**src/rtl/uart9_pkg.sv**
```systemverilog
package uart9_pkg;
  typedef enum logic [1:0] {PH_IDLE, PH_START, PH_DATA, PH_STOP} phase_t;
  localparam logic [1:0] A_DATA = 2'd0;
  localparam logic [1:0] A_STAT = 2'd1;
  localparam logic [1:0] A_CTRL = 2'd2;
  localparam logic [1:0] A_DIV  = 2'd3;
  localparam int OVS = 16;
  localparam logic [3:0] LAST_SUB = 4'(OVS - 1);
  localparam logic [3:0] MID_SUB  = 4'(OVS / 2 - 1);
endpackage

```
**src/rtl/uart9_baud.sv**
```systemverilog
module uart9_baud #(
  parameter int DIV_W = 12
) (
  input  logic             clk,
  input  logic             rst,
  input  logic [DIV_W-1:0] div,
  output logic             tick
);
  logic [DIV_W-1:0] cnt;

  always_ff @(posedge clk) begin
    if (rst) begin
      cnt  <= '0;
      tick <= 1'b0;
    end else if (cnt >= div) begin
      cnt  <= '0;
      tick <= 1'b1;
    end else begin
      cnt  <= cnt + 1'b1;
      tick <= 1'b0;
    end
  end
endmodule

```
**src/rtl/uart9_tx.sv**
```systemverilog
module uart9_tx
  import uart9_pkg::*;
(
  input  logic       clk,
  input  logic       rst,
  input  logic       tick,
  input  logic       en,
  input  logic       chr9,
  input  logic       wr,
  input  logic [8:0] wdata,
  output logic       txd,
  output logic       buf_full,
  output logic       done_pulse
);
  logic [8:0] buf_q, shift_q;
  phase_t     ph;
  logic [3:0] sub, bit_i, nbits;
  logic       stop_end, load;

  assign stop_end = (ph == PH_STOP) && tick && (sub == LAST_SUB);
  assign load     = buf_full && (((ph == PH_IDLE) && en) || stop_end);

  always_ff @(posedge clk) begin
    if (rst) begin
      buf_q      <= '0;
      shift_q    <= '0;
      buf_full   <= 1'b0;
      ph         <= PH_IDLE;
      sub        <= '0;
      bit_i      <= '0;
      nbits      <= 4'd8;
      txd        <= 1'b1;
      done_pulse <= 1'b0;
    end else begin
      done_pulse <= 1'b0;
      if (wr) begin
        buf_q    <= wdata;
        buf_full <= 1'b1;
      end else if (load) begin
        buf_full <= 1'b0;
      end
      if (load) begin
        shift_q <= buf_q;
        nbits   <= chr9 ? 4'd9 : 4'd8;
        ph      <= PH_START;
        sub     <= '0;
        txd     <= 1'b0;
      end else if (tick) begin
        case (ph)
          PH_START: begin
            if (sub == LAST_SUB) begin
              sub   <= '0;
              bit_i <= '0;
              ph    <= PH_DATA;
              txd   <= shift_q[0];
            end else sub <= sub + 1'b1;
          end
          PH_DATA: begin
            if (sub == LAST_SUB) begin
              sub     <= '0;
              shift_q <= shift_q >> 1;
              if (bit_i == nbits - 4'd1) begin
                ph  <= PH_STOP;
                txd <= 1'b1;
              end else begin
                bit_i <= bit_i + 1'b1;
                txd   <= shift_q[1];
              end
            end else sub <= sub + 1'b1;
          end
          PH_STOP: begin
            if (sub == LAST_SUB) begin
              ph         <= PH_IDLE;
              done_pulse <= 1'b1;
            end else sub <= sub + 1'b1;
          end
          default: ph <= PH_IDLE;
        endcase
      end
    end
  end

  // Disabled and idle: the line stays idle, no frame is started.
  assert_no_start_disabled_R9: assert property (@(posedge clk) disable iff (rst)
    (ph == PH_IDLE && !en) |=> (ph == PH_IDLE));

  // The stop bit is always driven high.
  assert_stop_high_R2: assert property (@(posedge clk) disable iff (rst)
    (ph == PH_STOP) |-> txd);
endmodule

```
**src/rtl/uart9_rx.sv**
```systemverilog
module uart9_rx
  import uart9_pkg::*;
(
  input  logic       clk,
  input  logic       rst,
  input  logic       tick,
  input  logic       en,
  input  logic       chr9,
  input  logic       rxd,
  output logic       done,
  output logic [8:0] data,
  output logic       stop_bit
);
  logic       rx_m, rx_s, rx_p, wide;
  logic [8:0] sh;
  phase_t     ph;
  logic [3:0] sub, bit_i;

  always_ff @(posedge clk) begin
    if (rst) begin
      rx_m <= 1'b1;
      rx_s <= 1'b1;
      rx_p <= 1'b1;
    end else begin
      rx_m <= rxd;
      rx_s <= rx_m;
      rx_p <= rx_s;
    end
  end

  always_ff @(posedge clk) begin
    if (rst) begin
      ph       <= PH_IDLE;
      sub      <= '0;
      bit_i    <= '0;
      sh       <= '0;
      wide     <= 1'b0;
      done     <= 1'b0;
      data     <= '0;
      stop_bit <= 1'b1;
    end else begin
      done <= 1'b0;
      if (!en) begin
        ph <= PH_IDLE;
      end else begin
        case (ph)
          PH_IDLE: begin
            if (rx_p && !rx_s) begin
              ph   <= PH_START;
              sub  <= '0;
              wide <= chr9;
            end
          end
          PH_START: if (tick) begin
            if (sub == MID_SUB) begin
              if (rx_s) ph <= PH_IDLE;
              else begin
                ph    <= PH_DATA;
                sub   <= '0;
                bit_i <= '0;
              end
            end else sub <= sub + 1'b1;
          end
          PH_DATA: if (tick) begin
            if (sub == LAST_SUB) begin
              sub <= '0;
              sh  <= {rx_s, sh[8:1]};
              if (bit_i == (wide ? 4'd8 : 4'd7)) ph <= PH_STOP;
              else bit_i <= bit_i + 1'b1;
            end else sub <= sub + 1'b1;
          end
          PH_STOP: if (tick) begin
            if (sub == LAST_SUB) begin
              ph       <= PH_IDLE;
              done     <= 1'b1;
              stop_bit <= rx_s;
              data     <= wide ? sh : {1'b0, sh[8:1]};
            end else sub <= sub + 1'b1;
          end
          default: ph <= PH_IDLE;
        endcase
      end
    end
  end

  assert_idle_when_off_R8: assert property (@(posedge clk) disable iff (rst)
    !en |=> (ph == PH_IDLE));

  assert_noise_rejected_R13: assert property (@(posedge clk) disable iff (rst)
    (en && ph == PH_START && tick && sub == MID_SUB && rx_s) |=> (ph == PH_IDLE));
endmodule

```
**src/rtl/uart9_port.sv**
```systemverilog
module uart9_port
  import uart9_pkg::*;
#(
  parameter int DIV_W   = 12,
  parameter int DIV_RST = 25
) (
  input  logic       clk,
  input  logic       rst,
  input  logic       bus_wr,
  input  logic       bus_rd,
  input  logic [1:0] bus_addr,
  input  logic [7:0] bus_wdata,
  output logic [7:0] bus_rdata,
  input  logic       rxd,
  output logic       txd,
  output logic       irq_rx,
  output logic       irq_tx,
  output logic       irq_empty
);
  logic             en_rxi, en_txi, en_emi, rx_on, tx_on, chr9, tx_b8;
  logic [DIV_W-1:0] div_q;
  logic             tick;
  logic [7:0]       rx_data;
  logic             rx_b8, rx_full, ferr, ovr_pend, ovr_vis, txc;
  logic             tx_full, tx_done, rx_done, rx_stop;
  logic [8:0]       rx_word;
  logic             wr_data, rd_data, wr_stat, wr_ctrl, wr_div;

  assign wr_data = bus_wr && (bus_addr == A_DATA);
  assign wr_stat = bus_wr && (bus_addr == A_STAT);
  assign wr_ctrl = bus_wr && (bus_addr == A_CTRL);
  assign wr_div  = bus_wr && (bus_addr == A_DIV);
  assign rd_data = bus_rd && (bus_addr == A_DATA);

  uart9_baud #(.DIV_W(DIV_W)) u_baud (
    .clk(clk), .rst(rst), .div(div_q), .tick(tick));

  uart9_tx u_tx (
    .clk(clk), .rst(rst), .tick(tick), .en(tx_on), .chr9(chr9),
    .wr(wr_data), .wdata({tx_b8, bus_wdata}),
    .txd(txd), .buf_full(tx_full), .done_pulse(tx_done));

  uart9_rx u_rx (
    .clk(clk), .rst(rst), .tick(tick), .en(rx_on), .chr9(chr9), .rxd(rxd),
    .done(rx_done), .data(rx_word), .stop_bit(rx_stop));

  always_ff @(posedge clk) begin
    if (rst) begin
      {en_rxi, en_txi, en_emi, rx_on, tx_on, chr9, tx_b8} <= '0;
      div_q <= DIV_W'(DIV_RST);
    end else begin
      if (wr_ctrl) begin
        {en_rxi, en_txi, en_emi, rx_on, tx_on, chr9} <= bus_wdata[7:2];
        tx_b8 <= bus_wdata[0];
      end
      if (wr_div) div_q <= {{(DIV_W-8){1'b0}}, bus_wdata};
    end
  end

  always_ff @(posedge clk) begin
    if (rst) begin
      rx_data  <= '0;
      rx_b8    <= 1'b1;
      rx_full  <= 1'b0;
      ferr     <= 1'b0;
      ovr_pend <= 1'b0;
      ovr_vis  <= 1'b0;
    end else if (rx_done && rx_on && (!rx_full || rd_data)) begin
      rx_data  <= rx_word[7:0];
      if (chr9) rx_b8 <= rx_word[8];
      rx_full  <= 1'b1;
      ferr     <= !rx_stop;
      ovr_pend <= 1'b0;
      ovr_vis  <= 1'b0;
    end else begin
      if (rx_done && rx_on) ovr_pend <= 1'b1;
      if (rd_data) begin
        rx_full  <= 1'b0;
        ovr_pend <= 1'b0;
        if (ovr_pend) ovr_vis <= 1'b1;
      end
    end
  end

  always_ff @(posedge clk) begin
    if (rst) txc <= 1'b0;
    else if (tx_done) txc <= 1'b1;
    else if (wr_stat && bus_wdata[1]) txc <= 1'b0;
  end

  always_ff @(posedge clk) begin
    if (rst) begin
      bus_rdata <= '0;
      irq_rx    <= 1'b0;
      irq_tx    <= 1'b0;
      irq_empty <= 1'b0;
    end else begin
      irq_rx    <= rx_full & en_rxi;
      irq_tx    <= txc & en_txi;
      irq_empty <= !tx_full & en_emi;
      if (bus_rd) begin
        case (bus_addr)
          A_DATA:  bus_rdata <= rx_data;
          A_STAT:  bus_rdata <= {3'b000, ovr_vis, ferr, !tx_full, txc, rx_full};
          A_CTRL:  bus_rdata <= {en_rxi, en_txi, en_emi, rx_on, tx_on, chr9, rx_b8, 1'b0};
          default: bus_rdata <= div_q[7:0];
        endcase
      end
    end
  end

  assert_ovr_after_read_R5: assert property (@(posedge clk) disable iff (rst)
    $rose(ovr_vis) |-> $past(rd_data));

  assert_rx_flag_needs_enable_R8: assert property (@(posedge clk) disable iff (rst)
    $rose(rx_full) |-> $past(rx_on));

  assert_txc_line_idle_R11: assert property (@(posedge clk) disable iff (rst)
    $rose(txc) |-> txd);

  assert_irq_low_no_flag_R12: assert property (@(posedge clk) disable iff (rst)
    !rx_full && !$past(rx_full) |-> !irq_rx);
endmodule

```
**config.mk**
```make
export PLATFORM = sky130hd
export DESIGN_NAME = uart9_port
export DESIGN_NICKNAME = d
export VERILOG_FILES = /design/src/rtl/uart9_pkg.sv /design/src/rtl/uart9_baud.sv /design/src/rtl/uart9_tx.sv /design/src/rtl/uart9_rx.sv /design/src/rtl/uart9_port.sv
export SDC_FILE = /design/constraint.sdc
export NUM_CORES = 1
export LEC_CHECK = 0
export ABC_CLOCK_PERIOD_IN_PS = 3200
export BUFFER_PORTS_ARGS = -buffer_cell sky130_fd_sc_hd__clkbuf_2
export CORE_AREA = 2 2 123 149
export CTS_CLUSTER_DIAMETER = 80
export DETAILED_ROUTE_END_ITERATION = 12
export DIE_AREA = 0 0 125 151
export SYNTH_ARGS = -nofsm -noshare
export SYNTH_HDL_FRONTEND = slang
export SYNTH_HIERARCHICAL = 1
export SYNTH_SLANG_ARGS = --single-unit
```
**constraint.sdc**
```tcl
create_clock -name clk -period 3.2 [get_ports clk]
set_clock_uncertainty 0.15 [all_clocks]
set_input_delay 0.32 -clock clk [delete_from_list [all_inputs] [get_ports clk]]
set_output_delay 0.32 -clock clk [all_outputs]
set_load 0.01 [all_outputs]
```
==> reports/results.ini <==
[timing]
finalMaxSlewViolations = 0
whs_ps = 20.5
fmax_mhz = 436
setup_ws_ps = 909
timing.setup.tns_ps = 0
setup_viol = 0
worst_slew_pin_slew_ps = 680
rsz0062_at_grt = no
hold_viol_final = 0
slew_headroom = 0.547
fin_crit_sh = 0.716
post-route-min-period_ps = 2290

[placement]
dpl_cell_area_um2 = 5940
portBuffers = 26
place_ws_ps = 900
hpwl_mm = 8.33
gp_congestion = 0.795

[floorplan]
rows = 53
die_width_um = 125
dieHeight_um = 151
core_um2 = 17400
pin_count = 27
die_area_um2 = 18900
initial_utilization = 0.326

[critical_path]
crit_type = flop to flop
cp-end-kind = flop
worst_r2r_startpoint = u_tx/sub[0]$_SDFFE_PP0P_
r2r-end = u_tx/bit_i[0]$_SDFFE_PP0P_
worstPathMaxFanout = 20
rrSetupSlack_ps = 910
arrival_ps = 2490
reg2reg_depth = 5
start_kind = flop
worstPathRequired_ps = 3400

[yosys]
yosysSeqAreaShare = 0.421
ys_types = 72
ys_async_sr_fraction = 0
synth-edff-count = 0
syn_inst = 629
ys_seq_elements = 119
syn_avg_cell_area_um2 = 9.00
yosys_warnings = 6
synth-main-ff-cell = dfxtp_1
syn_area_um2 = 5660

[cells_and_area]
n_antenna_cell = 0
final_core_util = 0.378
fin_area_um2 = 6570
fill_cells = 1767
drive_gt1_frac = 0.134
final_cell_mix = dfxtp_1 (119), nor2_1 (89), nand2_1 (59)
syn_to_final_growth_pct = 16.1
layout_commonest_cell = dfxtp_1
nNetsFinal = 685

[global_route]
track_usage = 0.132
grt_max_degree = 66
grt_pass1_vias = 4085
antenna_found_initial = 1
grt_overflow = 0
grt_pass1_wl_mm = 20.2

[detailed_routing]
vias = 4347
post-route-drc-count = 0
drtIter0Drc = 270
routedWlPerCell_um = 13.7
vias_per_cell = 4.93
firstDrtPassIters = 4
wirelength_mm = 12.1
ant_nets = 0

[clocking]
cts_made_buffers = 17
cts_max_path_buffers = 2
insertion_delay_ps = 410
cts_sinks = 119
path_clk_slew_ps = 60
postCtsSetupBuffers = 0
clockRootBuffer = clkbuf_16
cts_tree = built
h-tree-depth = 4

[power_and_ir_drop]
power_density_nw_per_um2 = 556
leakage_nw = 2.39
irDropWorstVdd_mv = 0.281

[worst_hold_path]
hold_class = input pin to flop
min_from = bus_wdata[4]
hold_depth = 3
worstHoldEndpoint = div_q[4]$_SDFFE_PP1P_

[run_status]
outcome = completed

[job]
drv_cap = 0

## where the power goes
part           switching (W)  internal (W)  total (W)
Clock               0.000669       0.00132    0.00199
Sequential         0.0000218       0.00151    0.00153
Combinational      0.0000867     0.0000584   0.000145
Total               0.000778       0.00288    0.00366
## cell usage after synthesis, drive strengths merged, types with 4 or more instances
cell	count	area (µm²)
nor3	13	65.1
a21oi	29	149
a211oi	11	82.6
mux2i	53	531
nand3b	6	45.0
o211ai	4	35.0
buf	17	116
ha	21	263
inv	21	78.8
a31oi	4	31.3
nor2b	6	37.5
or4	4	30.0
nand2	60	228
and2	5	32.5
xnor2	7	61.3
clkbuf	17	63.8
a311oi	8	70.1
xor2	5	43.8
and3	5	32.5
nand3	22	120
nor2	90	340
or2	6	40.0
a22oi	6	45.0
nand2b	22	140
o21ai	15	75.1
mux2	5	56.3
dfxtp	119	2380
## final cells by class
type | instances | area, µm² | area share
timing repair buffer | 32 | 180 | 0.0274
tap | 220 | 275 | 0.0419
sequential | 119 | 2380 | 0.362
multi-input combinational | 458 | 3040 | 0.462
clock buffer | 19 | 443 | 0.0674
clock inverter | 13 | 179 | 0.0272
inverter | 21 | 78.8 | 0.0120
## worst max-delay path: stages (launching register included)
cell,delay (ps)
dfxtp_1,330
ha_1,230
and4_1,300
a31o_1,480
or4_1,600
a21oi_1,140
## flip-flops by register name, indices dropped and copies added (netlist names), 2 cells and up, named ones only
register and flops:
u_tx/ph 2, u_rx/bit_i 4, u_tx/buf_q 9, rx_data 8
u_baud/cnt 12, u_rx/sub 4, u_tx/sub 4, u_tx/bit_i 4
u_rx/sh 9, div_q 8, bus_rdata 8, u_tx/shift_q 9
u_rx/data 9
## stage by stage
stage | instances | power (W)
2_1_floorplan | 632 | 0.00165
3_3_place_gp | 849 | 0.00170
3_5_place_dp | 849 | 0.00170
4_1_cts | 882 | 0.00370
5_1_grt | 882 | 0.00379
6_report | 882 | 0.00366
## what timing repair did
item / CTS / global route
hold buffers: 1 / 0
gates resized for setup: 0 / 0
hold endpoints to repair: 1 / 0
## per-layer routing
metal	up-vias	share of wire	GRT usage
met5	-	0	0
met3	18	0.037	0.0357
met1	2014	0.46	0.162
met2	68	0.48	0.218
met4	0	0.019	0.0594
li1	2247	-	-
## worst max-delay path by stage
| stage | from | to | slack [ps] | cells past startpoint |
|---|---|---|---|---|
| detailed placement | u_tx/sub[0]$_SDFFE_PP0P_ | u_tx/bit_i[0]$_SDFFE_PP0P_ | 900 | 5 |
| global placement | u_tx/sub[0]$_SDFFE_PP0P_ | u_tx/bit_i[0]$_SDFFE_PP0P_ | 920 | 5 |
| global route | u_tx/sub[0]$_SDFFE_PP0P_ | u_tx/bit_i[0]$_SDFFE_PP0P_ | 730 | 5 |
| CTS | u_tx/sub[0]$_SDFFE_PP0P_ | u_tx/bit_i[0]$_SDFFE_PP0P_ | 890 | 5 |
| floorplan | bus_addr[0] | u_tx/buf_q[0]$_SDFFE_PP0P_ | 1200 | 7 |
| finish | u_tx/sub[0]$_SDFFE_PP0P_ | u_tx/bit_i[0]$_SDFFE_PP0P_ | 910 | 5 |
## cell families (layout without fill, tap and decap cells)
| logic type | Yosys count | after routing | share of synthesized area |
|---|---|---|---|
| fa+ha+maj | 21 | 21 | 0.0464 |
| flops | 119 | 119 | 0.421 |
| mux | 61 | 61 | 0.116 |
| other cells | 1 | 4 | 0.000662 |
| xor+xnor | 12 | 12 | 0.0186 |
| buf+inv | 55 | 85 | 0.0458 |
| compound gates | 100 | 100 | 0.126 |
| simple gates | 260 | 260 | 0.226 |
Power figures use the tool's default switching activity.
